==> src/rtl/wpb_pkg.sv <==
package wpb_pkg;

    localparam int WORD_BYTES = 4;
    localparam int WORD_W     = 8 * WORD_BYTES;

    typedef logic [WORD_W-1:0]     word_t;
    typedef logic [WORD_BYTES-1:0] wbe_t;

    // Why the open block leaves for the output slot, in priority order
    typedef enum logic [2:0] {
        DR_NONE,
        DR_FULL,
        DR_MISS,
        DR_READ,
        DR_FLUSH,
        DR_IDLE
    } drain_cause_e;

    // Byte-wise overlay of a new word on an old one
    function automatic word_t merge_word(word_t old_w, word_t new_w, wbe_t be);
        word_t r;
        r = old_w;
        for (int i = 0; i < WORD_BYTES; i++) begin
            if (be[i]) r[8*i +: 8] = new_w[8*i +: 8];
        end
        return r;
    endfunction

endpackage

==> src/rtl/wpb_block_store.sv <==
module wpb_block_store
    import wpb_pkg::*;
#(
    parameter int ADDR_W    = 32,
    parameter int BLK_WORDS = 4,
    localparam int OFF_W    = $clog2(BLK_WORDS * WORD_BYTES),
    localparam int TAG_W    = ADDR_W - OFF_W,
    localparam int WIDX_W   = $clog2(BLK_WORDS)
) (
    input  logic                         clk,
    input  logic                         rst,
    input  logic                         load_new,
    input  logic                         merge,
    input  logic                         clear,
    input  logic [TAG_W-1:0]             wr_tag,
    input  logic [WIDX_W-1:0]            wr_widx,
    input  word_t                        wr_data,
    input  wbe_t                         wr_be,
    output logic                         open_v,
    output logic [TAG_W-1:0]             open_tag,
    output logic [BLK_WORDS*WORD_W-1:0]  open_data,
    output logic [BLK_WORDS*WORD_BYTES-1:0] open_mask,
    output logic                         open_full
);

    word_t data_q [BLK_WORDS];
    wbe_t  mask_q [BLK_WORDS];

    always_ff @(posedge clk) begin
        if (rst) begin
            open_v   <= 1'b0;
            open_tag <= '0;
        end else if (load_new) begin
            open_v   <= 1'b1;
            open_tag <= wr_tag;
        end else if (clear) begin
            open_v   <= 1'b0;
        end
    end

    for (genvar w = 0; w < BLK_WORDS; w++) begin : g_lane
        logic sel;
        assign sel = (wr_widx == WIDX_W'(w));

        always_ff @(posedge clk) begin
            if (rst) begin
                data_q[w] <= '0;
                mask_q[w] <= '0;
            end else if (load_new) begin
                data_q[w] <= sel ? merge_word('0, wr_data, wr_be) : '0;
                mask_q[w] <= sel ? wr_be : '0;
            end else if (merge && sel) begin
                data_q[w] <= merge_word(data_q[w], wr_data, wr_be);
                mask_q[w] <= mask_q[w] | wr_be;
            end
        end

        assign open_data[w*WORD_W +: WORD_W]         = data_q[w];
        assign open_mask[w*WORD_BYTES +: WORD_BYTES] = mask_q[w];
    end

    assign open_full = open_v && (&open_mask);

    // a merge keeps every byte already enabled
    a_r11_mask_grows: assert property (@(posedge clk) disable iff (rst)
        (merge && !load_new) |=> ((open_mask & $past(open_mask)) == $past(open_mask)));

endmodule

==> src/rtl/wpb_idle_timer.sv <==
module wpb_idle_timer #(
    parameter int IDLE_CYCLES = 8,
    localparam int CNT_W      = $clog2(IDLE_CYCLES + 1)
) (
    input  logic clk,
    input  logic rst,
    input  logic active,
    input  logic kick,
    output logic expired
);

    logic [CNT_W-1:0] cnt;

    always_ff @(posedge clk) begin
        if (rst || kick || !active) begin
            cnt <= '0;
        end else if (cnt != CNT_W'(IDLE_CYCLES)) begin
            cnt <= cnt + 1'b1;
        end
    end

    assign expired = active && (cnt == CNT_W'(IDLE_CYCLES));

    // the counter saturates at the limit
    a_r9_cnt_bound: assert property (@(posedge clk) disable iff (rst)
        cnt <= CNT_W'(IDLE_CYCLES));

endmodule

==> src/rtl/wpb_packet_slot.sv <==
module wpb_packet_slot
    import wpb_pkg::*;
#(
    parameter int ADDR_W    = 32,
    parameter int BLK_WORDS = 4,
    localparam int OFF_W    = $clog2(BLK_WORDS * WORD_BYTES),
    localparam int TAG_W    = ADDR_W - OFF_W
) (
    input  logic                            clk,
    input  logic                            rst,
    input  logic                            load,
    input  logic [TAG_W-1:0]                ld_tag,
    input  logic [BLK_WORDS*WORD_W-1:0]     ld_data,
    input  logic [BLK_WORDS*WORD_BYTES-1:0] ld_mask,
    input  logic                            mem_ready,
    output logic                            mem_valid,
    output logic [ADDR_W-1:0]               mem_addr,
    output logic [BLK_WORDS*WORD_W-1:0]     mem_data,
    output logic [BLK_WORDS*WORD_BYTES-1:0] mem_be
);

    always_ff @(posedge clk) begin
        if (rst) begin
            mem_valid <= 1'b0;
            mem_addr  <= '0;
            mem_data  <= '0;
            mem_be    <= '0;
        end else if (load) begin
            mem_valid <= 1'b1;
            mem_addr  <= {ld_tag, {OFF_W{1'b0}}};
            mem_data  <= ld_data;
            mem_be    <= ld_mask;
        end else if (mem_valid && mem_ready) begin
            mem_valid <= 1'b0;
        end
    end

    // packet held steady while memory stalls
    a_r10_hold: assert property (@(posedge clk) disable iff (rst)
        (mem_valid && !mem_ready) |=>
            (mem_valid && $stable(mem_addr) && $stable(mem_data) && $stable(mem_be)));

    // a new packet only enters an empty slot
    a_r10_single: assert property (@(posedge clk) disable iff (rst)
        load |-> !mem_valid);

endmodule

==> src/rtl/wpb_write_packer.sv <==
module wpb_write_packer
    import wpb_pkg::*;
#(
    parameter int ADDR_W      = 32,
    parameter int BLK_WORDS   = 4,
    parameter int IDLE_CYCLES = 8,
    localparam int OFF_W      = $clog2(BLK_WORDS * WORD_BYTES),
    localparam int TAG_W      = ADDR_W - OFF_W,
    localparam int WIDX_W     = $clog2(BLK_WORDS),
    localparam int BLK_W      = BLK_WORDS * WORD_W,
    localparam int BLK_B      = BLK_WORDS * WORD_BYTES
) (
    input  logic                  clk,
    input  logic                  rst,
    input  logic                  in_valid,
    output logic                  in_ready,
    input  logic                  in_write,
    input  logic [ADDR_W-1:0]     in_addr,
    input  logic [WORD_W-1:0]     in_wdata,
    input  logic [WORD_BYTES-1:0] in_be,
    input  logic                  flush_req,
    output logic                  rd_valid,
    input  logic                  rd_ready,
    output logic [ADDR_W-1:0]     rd_addr,
    output logic                  mem_valid,
    input  logic                  mem_ready,
    output logic [ADDR_W-1:0]     mem_addr,
    output logic [BLK_W-1:0]      mem_data,
    output logic [BLK_B-1:0]      mem_be
);

    logic [TAG_W-1:0]  in_tag;
    logic [WIDX_W-1:0] in_widx;
    logic              open_v, open_full, idle_exp, flush_pend;
    logic [TAG_W-1:0]  open_tag;
    logic [BLK_W-1:0]  open_data;
    logic [BLK_B-1:0]  open_mask;
    logic              is_wr, is_rd, hit_open, hit_pkt;
    logic              drain_req, drain, wr_ready, rd_ok;
    logic              wr_acc, load_new, merge, clear;
    drain_cause_e      cause;

    assign in_tag  = in_addr[ADDR_W-1:OFF_W];
    assign in_widx = in_addr[OFF_W-1:2];

    assign is_wr    = in_valid && in_write;
    assign is_rd    = in_valid && !in_write;
    assign hit_open = open_v && (in_tag == open_tag);
    assign hit_pkt  = mem_valid && (in_tag == mem_addr[ADDR_W-1:OFF_W]);

    always_comb begin
        cause = DR_NONE;
        if (open_v) begin
            if (open_full)                cause = DR_FULL;
            else if (is_wr && !hit_open)  cause = DR_MISS;
            else if (is_rd && hit_open)   cause = DR_READ;
            else if (flush_pend)          cause = DR_FLUSH;
            else if (idle_exp)            cause = DR_IDLE;
        end
    end

    assign drain_req = (cause != DR_NONE);
    assign drain     = drain_req && !mem_valid;

    // write: open fresh, merge when nothing pending, or replace on a miss drain
    assign wr_ready = !open_v || (hit_open && !drain_req) || (!hit_open && drain);
    assign rd_ok    = !hit_open && !hit_pkt;

    assign in_ready = in_write ? wr_ready : (rd_ok && rd_ready);
    assign rd_valid = is_rd && rd_ok;
    assign rd_addr  = in_addr;

    assign wr_acc   = is_wr && wr_ready;
    assign load_new = wr_acc && !hit_open;
    assign merge    = wr_acc && hit_open;
    assign clear    = drain && !load_new;

    always_ff @(posedge clk) begin
        if (rst) flush_pend <= 1'b0;
        else     flush_pend <= open_v && !drain && (flush_pend || flush_req);
    end

    wpb_block_store #(.ADDR_W(ADDR_W), .BLK_WORDS(BLK_WORDS)) u_store (
        .clk      (clk),
        .rst      (rst),
        .load_new (load_new),
        .merge    (merge),
        .clear    (clear),
        .wr_tag   (in_tag),
        .wr_widx  (in_widx),
        .wr_data  (in_wdata),
        .wr_be    (in_be),
        .open_v   (open_v),
        .open_tag (open_tag),
        .open_data(open_data),
        .open_mask(open_mask),
        .open_full(open_full)
    );

    wpb_idle_timer #(.IDLE_CYCLES(IDLE_CYCLES)) u_timer (
        .clk    (clk),
        .rst    (rst),
        .active (open_v),
        .kick   (wr_acc),
        .expired(idle_exp)
    );

    wpb_packet_slot #(.ADDR_W(ADDR_W), .BLK_WORDS(BLK_WORDS)) u_slot (
        .clk      (clk),
        .rst      (rst),
        .load     (drain),
        .ld_tag   (open_tag),
        .ld_data  (open_data),
        .ld_mask  (open_mask),
        .mem_ready(mem_ready),
        .mem_valid(mem_valid),
        .mem_addr (mem_addr),
        .mem_data (mem_data),
        .mem_be   (mem_be)
    );

    // a merging write leaves memory idle
    a_r2_merge_quiet: assert property (@(posedge clk) disable iff (rst)
        (in_valid && in_ready && in_write && open_v && in_tag == open_tag && !mem_valid)
            |=> !mem_valid);

    // a full block reaches the slot with every byte enabled
    a_r3_full_emits: assert property (@(posedge clk) disable iff (rst)
        (open_full && !mem_valid) |=> (mem_valid && mem_be == '1));

    // an accepted miss pushes the old block out
    a_r5_miss_emits: assert property (@(posedge clk) disable iff (rst)
        (in_valid && in_ready && in_write && open_v && in_tag != open_tag)
            |=> (mem_valid && mem_addr[ADDR_W-1:OFF_W] == $past(open_tag)));

    // no forwarded read overlaps buffered data
    a_r6_no_stale_read: assert property (@(posedge clk) disable iff (rst)
        rd_valid |-> !(mem_valid && mem_addr[ADDR_W-1:OFF_W] == rd_addr[ADDR_W-1:OFF_W])
                  && !(open_v && open_tag == rd_addr[ADDR_W-1:OFF_W]));

endmodule

==> config.mk <==
export PLATFORM = sky130hd
export DESIGN_NAME = wpb_write_packer
export DESIGN_NICKNAME = d
export VERILOG_FILES = /design/src/rtl/wpb_pkg.sv /design/src/rtl/wpb_block_store.sv /design/src/rtl/wpb_idle_timer.sv /design/src/rtl/wpb_packet_slot.sv /design/src/rtl/wpb_write_packer.sv
export SDC_FILE = /design/constraint.sdc
export NUM_CORES = 1
export LEC_CHECK = 0
export BUFFER_PORTS_ARGS = -buffer_cell sky130_fd_sc_hd__buf_2
export CAP_MARGIN = 10
export CORE_UTILIZATION = 50
export DETAILED_ROUTE_END_ITERATION = 6
export GPL_ROUTABILITY_DRIVEN = 0
export PLACE_DENSITY = 0.76
export SYNTH_ARGS = -nofsm -noshare
export SYNTH_HDL_FRONTEND = slang
export SYNTH_HIERARCHICAL = 1
export SYNTH_SLANG_ARGS = --single-unit
==> constraint.sdc <==
create_clock -name clk -period 3.5 [get_ports clk]
set_input_delay 0.175 -clock clk [delete_from_list [all_inputs] [get_ports clk]]
set_output_delay 0.175 -clock clk [all_outputs]
set_load 0.03 [all_outputs]
## Word-level counts from Yosys, hierarchy flattened

Memories as Yosys holds them, arrays and structs flattened.
Index checks and enable logic that the tools add are counted.

- Eq/ne operators: 7
- Reduce and logical (&&, ||, !) cells: 43
- Add/subtract/negate cells: 1
- Bitwise operators: 20
- Muxes and demuxes: 132

Operator list:

| cell | number |
|---|---|
| 8-bit 2-to-1 mux | 76 |
| 32-bit 2-to-1 mux | 12 |
| 28-bit == test | 2 |
| 4-bit 2-to-1 mux | 12 |
| 1-bit 2-to-1 mux | 26 |
| 1-bit logical AND | 25 |
| 3-bit 2-to-1 mux | 6 |
| 1-bit OR | 16 |
| 4-bit OR | 4 |
| 16-bit AND reduction | 1 |
| 1-bit zero test | 8 |
| 1-bit logical OR | 5 |
| 4-bit by 1-bit adder with 4-bit output, second input constant | 1 |
| 2-bit == test, second input constant | 2 |
| 4-bit == test, second input constant | 1 |
| 4-bit != test, second input constant | 1 |
| 2-bit nonzero test | 2 |
| 3-bit nonzero test | 1 |
| 2-bit by 1-bit == test with 1-bit output, second input constant | 1 |
| 2-bit zero test | 1 |

- Register bits: 207
- Input port bits: 75
- Bits in writable memories: 144
- Memories kept: 2
- Logic and storage cells: 213

Memory list:

| memory | depth | bits a word | rd ports | clocked after memory_dff | wr ports | line | text |
|---|---|---|---|---|---|---|---|
| u_store.data_q | 4 | 32 | 4 | 0 | 4 | wpb_block_store.sv:26 | `word_t data_q [BLK_WORDS];` |
| u_store.mask_q | 4 | 4 | 4 | 0 | 4 | wpb_block_store.sv:27 | `wbe_t mask_q [BLK_WORDS];` |

## Depth between registers and ports, before layout

Gate-level depths: netlist of run 1.

- Word-level depth: 21
- Gate-level depth with buffers: 11
- Mapped depth without buffers: 10

## By module

The synthesis of run 1 kept the hierarchy.

Modules (own cells, without submodules):

| module | sequential area each (um^2) | times used | cells each | area an instance (um^2) |
|---|---|---|---|---|
| wpb_block_store | 4904.7 | 1 | 450 | 6784.0 |
| wpb_packet_slot | 3463.3 | 1 | 563 | 6159.7 |
| wpb_write_packer | 20.0 | 1 | 146 | 1128.6 |
| wpb_idle_timer | 80.1 | 1 | 23 | 209.0 |

## Least setup slack after synthesis of run 1

Ideal clock, no wire load.

- Kind: reg-to-reg
- From: register u_timer.cnt[0]
- To: memory u_store/data_q[1][0] (netlist bit), enable pin
- Path slack: -0.024 ns
- Setup time: 0.371 ns
- Arrival time: 3.153 ns
- Cell stages (with the launch flop): 9
- Clock period less this slack: 3.524 ns
- Cell sequence: dfxtp_1 inv_1 ha_1 nand3b_1 nor2_1 or3_1 a211oi_1 a31oi_1 nor2_1

RTL lines:

| item | line | text |
|---|---|---|
| start, declared | wpb_idle_timer.sv:12 | `logic [CNT_W-1:0] cnt;` |
| start signal, assigned | wpb_idle_timer.sv:18 | `cnt <= cnt + 1'b1;` |
| end, declared | wpb_block_store.sv:26 |  |

==> results of run 1 <==
[metrics by stage]
| step | power, mW | setup slack [ns] | area [sq um] |
|---|---|---|---|
| 4_1_cts | 9.17 | 0.219 | 17400 |
| 3_3_place_gp | 5.23 | 0.334 | 15700 |
| 3_5_place_dp | 5.25 | 0.280 | 15700 |
| 2_1_floorplan | 5.02 | 0.456 | 14300 |
| 5_1_grt | 9.40 | 0.0723 | 17400 |
| 6_report | 9.10 | 0.261 | 17400 |
[layout by cell type, fill, tap and decap left out, drive strengths merged]
| cell | n |
|---|---|
| o31a | 1 |
| o21ai | 2 |
| mux2 | 1 |
| and2 | 128 |
| conb | 4 |
| bufinv | 3 |
| nand2b | 4 |
| nor3 | 3 |
| o211a | 1 |
| nand3b | 3 |
| nand2 | 13 |
| and4 | 2 |
| or2 | 3 |
| a2111oi | 1 |
| xor2 | 30 |
| clkbuf | 55 |
| nand4 | 13 |
| nand3 | 4 |
| o21a | 16 |
| edfxtp | 144 |
| and3b | 1 |
| a211oi | 2 |
| nor2 | 242 |
| dfxtp | 207 |
| a21oi | 6 |
| or3b | 2 |
| dlygate4sd3 | 44 |
| mux2i | 207 |
| xnor2 | 28 |
| nor3b | 3 |
| clkinv | 9 |
| ha | 2 |
| nor4 | 11 |
| inv | 13 |
| or3 | 3 |
| a31oi | 3 |
| buf | 291 |
[metal layers]
metal  wire length [um]  vias to the layer above
met5                 23                        -
met4                663                        4
met1              14100                     4582
li1                   -                     4579
met3               2490                       48
met2              16200                      327
[registers in the layout, indices dropped and copies added, names as in the netlist]
| signal | cells |
|---|---|
| u_slot/mem_be | 16 |
| u_slot/mem_addr | 28 |
| u_store/open_tag | 28 |
| flush_pend | 1 |
| u_slot/mem_data | 128 |
| u_timer/cnt | 4 |
| u_slot/mem_valid | 1 |
| u_store/data_q | 128 |
| u_store/mask_q | 16 |
| u_store/open_v | 1 |
[power groups by stage]
| stage | registers, mW | clock network, mW | logic (mW) |
|---|---|---|---|
| CTS | 4.50 | 3.97 | 0.700 |
| global placement | 4.58 | 0 | 0.650 |
| floorplan | 4.63 | 0 | 0.398 |
| global route | 4.51 | 4.13 | 0.748 |
| finish | 4.50 | 3.90 | 0.699 |
| detailed placement | 4.59 | 0 | 0.658 |
[area by class of cell]
class                   count  area, sq um
well taps                 378          473
fillers                  2228        10600
clock inverters            13          145
multi-input cells         739         5200
flip-flops and latches    351         8470
repair buffers            335         1960
clock buffers              55         1090
inverters                  12         45.0
[cell families after synthesis]
group | count (synthesis)
compound gates | 32
xor+xnor | 58
fa+ha+maj | 2
buf+inv | 95
flops | 351
mux | 208
other cells | 1
simple gates | 435
[critical path, delay by kind of cell]
family	cells	cell delay, ns
xor gates and xnor gates	1	0.31
AOI/OAI and AO/OA	2	0.57
and+or+nand+nor	5	1.51
buffers and inverters	3	0.84
[worst max path at each step]
stage                     slack (ns)                     to  cells past startpoint
after floorplan                 0.46   u_store/data_q[1][0]                      8
after global placement          0.33   u_store/data_q[0][3]                      8
after detailed placement        0.28  u_store/data_q[1][29]                      9
after CTS                       0.22  u_store/data_q[1][30]                      9
after global routing            0.07  u_store/data_q[3][28]                      8
final                           0.26  u_store/data_q[3][18]                     11
[what timing repair did]
action | CTS | global route
resized for setup | 0 | 0
endpoints found under the hold margin | 70 | 0
hold buffers | 44 | 0
==> qor.yml, run 1 <==
status: "finished, final reports clean"
p_switching_mw: 2.06
max_clock_freq_mhz: 309
clk-insertion-delay-late_ns: 0.51
hold_slack_ns: 0.0104
fin_nets: 1553
final_cells: 1883
grt_max_degree: 101
design.core.area_sq_um: 27900
synthArstFlopShare_pct: 0
die_area_sq_um: 29200
cts_max_path_buffers: 3
ys_seq_area_share_pct: 59.3
yosys.area.top_type: "edfxtp_1"
layout_min_cycle_time_ns: 3.24
die_x_um: 171
netlist.area_leader.share_pct: 30.3
maxCapViolations: 0
synth-simple-area-share_pct: 15.7
hold_path_end: "u_store/open_tag[4]"
rrSetupSlack_ns: 0.27
critPathRequiredTime_ns: 3.68
cts_tree: "built"
grtUsageMet1_pct: 28.9
muxShareOfSynthArea_pct: 14.9
path_max_fanout: 8
detail-route-antenna-nets: 0
avgSynthCellArea_sq_um: 12.1
setup_tns_ns: 0
switching_share_pct: 22.6
netlist_instances: 1182
worstReg2RegStart: "u_store/open_tag[22]"
grt_overflow_total: 0
io_pins: 286
critPathCaptureType: "register"
antenna_found_initial: 2
r2r_cells: 9
area_growth_pct: 21.7
drtPass1Iterations: 5
power_frac_seq_pct: 49.5
antenna_cells: 0
cp-start-kind: "primary input"
clk_pin_slew_ns: 0.06
ys_top_cells_by_area: "edfxtp_1 (30%), dfxtp_1 (29%), mux2i_1 (14%)"
synth_compound_area_share_pct: 1.73
grtUsageMet2_pct: 38.5
viasPerCell: 5.07
rows: 61
hold_depth: 3
cts_max_level: 2
start_util_pct: 51.1
wl_um: 33500
post-dp-hpwl_um: 23000
drive_gt1_share_pct: 25.5
slew_headroom_pct: 27.4
min_from: "in_addr[8]"
ys_seq_elements: 351
combPwrFrac_pct: 7.7
cts_setup_buffers: 0
critPathKind: "in2reg"
r2r_end: "u_store/data_q[3][18]"
grt_util_all_layers_pct: 22.8
met3_usage_pct: 5.39
drt_iter0_drc: 641
arrival_ns: 3.42
p_per_area_nw_per_um2: 524
skew_ns: 0.0177
grt_pass1_vias: 9248
io_buffers: 277
cts.sinks: 351
rsz0062_at_grt: "no"
power.leakage_nw: 7.06
synthAdderAreaFrac_pct: 0.175
final_hold_viol_count: 0
top_usage_layer: "met2"
report.final.slew_viol_count: 0
synth-main-ff-cell: "dfxtp_1"
route.detailed.drc: 0
intPower_mw: 7.04
slowest_delay_ns: 0.53
dpl.cell_count: 1771
root_buffer: "clkbuf_16"
path_cells: "dlygate4sd3_1 -> buf_2 -> xnor2_1 -> nand4_1 -> nor4_1 -> and4_1 -> a211oi_4 -> or2_1 -> buf_4 -> a31oi_1 -> nor2_1"
wl_per_cell_um: 17.8
yosysMostFrequentCell: "nor2_1"
pwr-share-clk_pct: 42.8
ir_drop_v: 0.000329
crit_slowest_cell: "dlygate4sd3_1"
numCtsBuffers: 37
setup_viol: 0
fin_crit_sh_pct: 92.6
mappedNetlistArea_sq_um: 14300
synth_common_cells: "nor2_1 (226), dfxtp_1 (207), mux2i_1 (203)"
worstMarginPinSlew_ns: 1.09
holdCritPathClass: "in2reg"
yosysUniqueCellTypes: 43
fp.dieH_um: 171
grt_pass1_wl_um: 51000
synth_top_family_by_area: "simple AND/OR/NAND/NOR gates"
synth_enable_flop_cells: 144
synth_xor_area_share_pct: 3.56
crit_start: "in_addr[29]"
final_util_pct: 62.2
route.vias.total: 9540
yosysWarnings: 6
Note: power is estimated with default switching activity, not from simulation.
==> run 2: changes to the inputs <==
--- a/config.mk
+++ b/config.mk
@@ -5,12 +5,13 @@
 export SDC_FILE = /design/constraint.sdc
 export NUM_CORES = 1
 export LEC_CHECK = 0
+export ABC_AREA = 1
 export BUFFER_PORTS_ARGS = -buffer_cell sky130_fd_sc_hd__buf_2
 export CAP_MARGIN = 10
 export CORE_UTILIZATION = 50
 export DETAILED_ROUTE_END_ITERATION = 6
 export GPL_ROUTABILITY_DRIVEN = 0
-export PLACE_DENSITY = 0.76
+export PLACE_DENSITY_LB_ADDON = 0.05
 export SYNTH_ARGS = -nofsm -noshare
 export SYNTH_HDL_FRONTEND = slang
 export SYNTH_HIERARCHICAL = 1
==> run 2 against run 1 <==
Compared with the run above: final area increased by 0.41%; die area is 2.5% higher; utilization is 1.6 points lower; synthesized cell count grew 49%; final cell count rose by 29%; register-to-register slack gained 0.22 ns; worst setup slack improved by 0.23 ns; largest power group unchanged; first-iteration DRC count rose by 53%; critical path type is now reg2reg.
==> qor.yml, run 2 <==
grt_pass1_wl_um: 62200  # +22%
final_common_cell: "nor2_1"
largestRegisters: "u_slot/mem_data: 128 flops, u_store/data_q: 128 flops"
layout_min_cycle_time_ns: 3.01  # -0.228 ns
crit_slowest_cell: "dfxtp_1"
crit_buf_inv: 4  # +1
cts.sinks: 351  # unchanged
antenna_found_initial: 2  # unchanged
synth_common_cells: "nor2_1 (521), nand2_1 (331), dfxtp_1 (207)"
yosysMostFrequentCell: "nor2_1"
rows: 62  # +1.6%
setup_viol: 0  # unchanged
avgSynthCellArea_sq_um: 8.32  # -31%
cp-start-kind: "register"
status: "finished, final reports clean"
yosysWarnings: 6  # unchanged
design.core.area_sq_um: 28800  # +3.0%
setup_tns_ns: 0  # unchanged
detail-route-antenna-nets: 0  # unchanged
fill_cells: 2649  # +19%
max_clock_freq_mhz: 332  # +7.6%
yosysUniqueCellTypes: 40  # -7.0%
post_cts_resized: 0  # unchanged
intPower_mw: 6.93  # -1.5%
netlist_instances: 1760  # +49%
power.leakage_nw: 8.89  # +26%
wl_um: 39500  # +18%
power_frac_seq_pct: 48.6  # -0.9 points
numCtsBuffers: 38  # +2.7%
path_max_fanout: 11  # +3
path_cells: "inv_1 -> nand2_1 -> nand2_1 -> inv_1 -> nand2_1 -> nor2_1 -> nand2_1 -> nor2_1 -> nand2_2 -> o211ai_1 -> inv_1 -> nor2_4 -> nand2_2 -> nor2_2 -> buf_4 -> nand2_1 -> nand2_1"
setup_slack_ns: 0.488  # +0.228 ns
slew_headroom_pct: 37.1  # +9.7 points
synth_enable_flop_cells: 144  # unchanged
start_util_pct: 50.9  # -0.25 points
mappedNetlistArea_sq_um: 14600  # +2.5%
ir_drop_v: 0.000350  # +6.4%
ys_seq_elements: 351  # unchanged
route.vias.total: 12200  # +27%
multi_input_area_sq_um: 4890  # -5.9%
postLayoutCellArea_sq_um: 17400  # +0.41%
fin_crit_sh_pct: 86.0  # -6.5 points
cp_top_family: "simple AND/OR/NAND/NOR gates"
ff_latch_area_sq_um: 8470  # unchanged
grt_max_degree: 173  # +71%
netlist.area_leader.share_pct: 29.5  # -0.75 points
path_common_cell: "nand2_1"
arrival_ns: 3.18  # -0.24 ns
route.detailed.drc: 0  # unchanged
switching_share_pct: 25.8  # +3.1 points
post-dp-hpwl_um: 26500  # +15%
io_pins: 286  # unchanged
combPwrFrac_pct: 10.3  # +2.6 points
placed_cell_area_sq_um: 15900  # +1.3%
yosys.area.top_type: "edfxtp_1"
die_area_sq_um: 30000  # +2.5%
clk_pin_slew_ns: 0.06  # about the same
final_hold_viol_count: 0  # unchanged
grt_overflow_total: 0  # unchanged
area_growth_pct: 19.2
die_x_um: 173  # +1.2%
drt_iter0_drc: 983  # +53%
rsz0062_at_grt: "no"
grt_pass1_vias: 11300  # +22%
p_switching_mw: 2.41  # +17%
cts_tree: "built"
fin_nets: 2094  # +35%
fp.dieH_um: 173  # +1.2%
ys_top_cells_by_area: "edfxtp_1 (30%), dfxtp_1 (28%), nor2_1 (13%)"
critPathKind: "reg2reg"
p_per_area_nw_per_um2: 535  # +2.2%
antenna_cells: 0  # unchanged
wl_per_cell_um: 16.3  # -8.7%
pwr-share-clk_pct: 41.2  # -1.6 points
worstMarginPinSlew_ns: 0.943  # -0.146 ns
report.final.slew_viol_count: 0  # unchanged
drtPass1Iterations: 5  # unchanged
holdCritPathClass: "in2reg"
skew_ns: 0.0170  # -0.000657 ns
critPathRequiredTime_ns: 3.67  # about the same
preCtsSetupSlack_ns: 0.543  # +0.263 ns
maxCapViolations: 0  # unchanged
cts_max_level: 2  # unchanged
slowest_delay_ns: 0.37  # -0.16 ns
grt_util_all_layers_pct: 26.2  # +3.4 points
cts_max_path_buffers: 3  # unchanged
drive_gt1_share_pct: 18.2  # -7.3 points
synth-main-ff-cell: "dfxtp_1"
clk-insertion-delay-late_ns: 0.53  # +0.02 ns
viasPerCell: 5.00  # -1.3%
ys_seq_area_share_pct: 57.8  # -1.5 points
final_cell_mix: "nor2_1 (521), nand2_1 (331), buf_2 (277)"
synthArstFlopShare_pct: 0  # unchanged
critPathCaptureType: "register"
root_buffer: "clkbuf_16"
io_buffers: 277  # unchanged
[run 2: cells by family (layout without fill, tap and decap cells)]
kind of cell,Yosys count,after routing,share of synthesized area (%)
AND/OR/NAND/NOR,929,929,24.9
flip-flops,351,351,57.8
buffers and inverters,255,539,8.84
AO/OA/AOI/OAI,208,208,7.40
XOR/XNOR,14,14,0.837
adder cells (fa/ha/maj),2,2,0.171
other,1,4,0.0256
[run 2: per-layer routing]
| layer | wire (um) | global-route usage [%] | part of all wire (%) |
|---|---|---|---|
| met1 | 18400 | 37.9 | 47 |
| met2 | 17500 | 39.9 | 44 |
| met3 | 2960 | 5.63 | 7.5 |
| met4 | 657 | 6.56 | 1.7 |
| met5 | 23 | 0 | 0.058 |
[run 2: final cells by class]
type	count	share of cell area, %
well taps	384	2.75
inverters	144	3.14
multi-input cells	1157	28.0
clock inverters	12	0.595
clock buffers	58	6.23
repair buffers	325	10.7
flip-flops and latches	351	48.5
[run 2: worst register-to-register path, stage by stage, from the launching register on]
cell      delay, ns
dfxtp_1        0.37
inv_1          0.05
nand2_1        0.12
nand2_1        0.07
inv_1          0.06
nand2_1        0.05
nor2_1         0.11
nand2_1        0.07
nor2_1         0.16
nand2_2        0.14
o211ai_1       0.11
inv_1          0.16
nor2_4         0.23
nand2_2        0.16
nor2_2         0.17
buf_4          0.21
nand2_1        0.07
nand2_1        0.36
[run 2: path summary, 6_finish.rpt]
kind,slack [ns],depth (start not counted),from,end
worst max-delay path,0.49,17,u_store/open_tag[21],u_store/data_q[1][8]
worst min-delay path,0.02,3,in_wdata[11],u_store/data_q[3][11]
worst max register to register,0.49,17,u_store/open_tag[21],u_store/data_q[1][8]
worst min register to register,0.46,2,u_store/data_q[1][6],u_slot/mem_data[38]
[run 2: power by group through the flow]
stage	clock network, mW	logic, mW	registers (mW)
finish	3.84	0.959	4.54
global route	4.07	1.04	4.56
CTS	3.91	0.958	4.54
detailed placement	0	0.923	4.62
global placement	0	0.917	4.62
floorplan	0	0.468	4.78
[run 2: per-stage QoR]
stage               std cells  utilization, %  power [mW]  hold slack, ns
floorplan                1763               -        5.24           0.237
global placement         2326            55.3        5.53           0.350
detailed placement       2326            55.3        5.54           0.350
CTS                      2431            60.6        9.40         0.00103
global route             2431            60.6        9.67         0.00882
finish                   2431            60.6        9.34          0.0226
[run 2: timing repair]
action | in CTS | in global routing
hold buffers | 35 | 0
buffers inserted | 0 | 0
endpoints found under the hold margin | 36 | 0
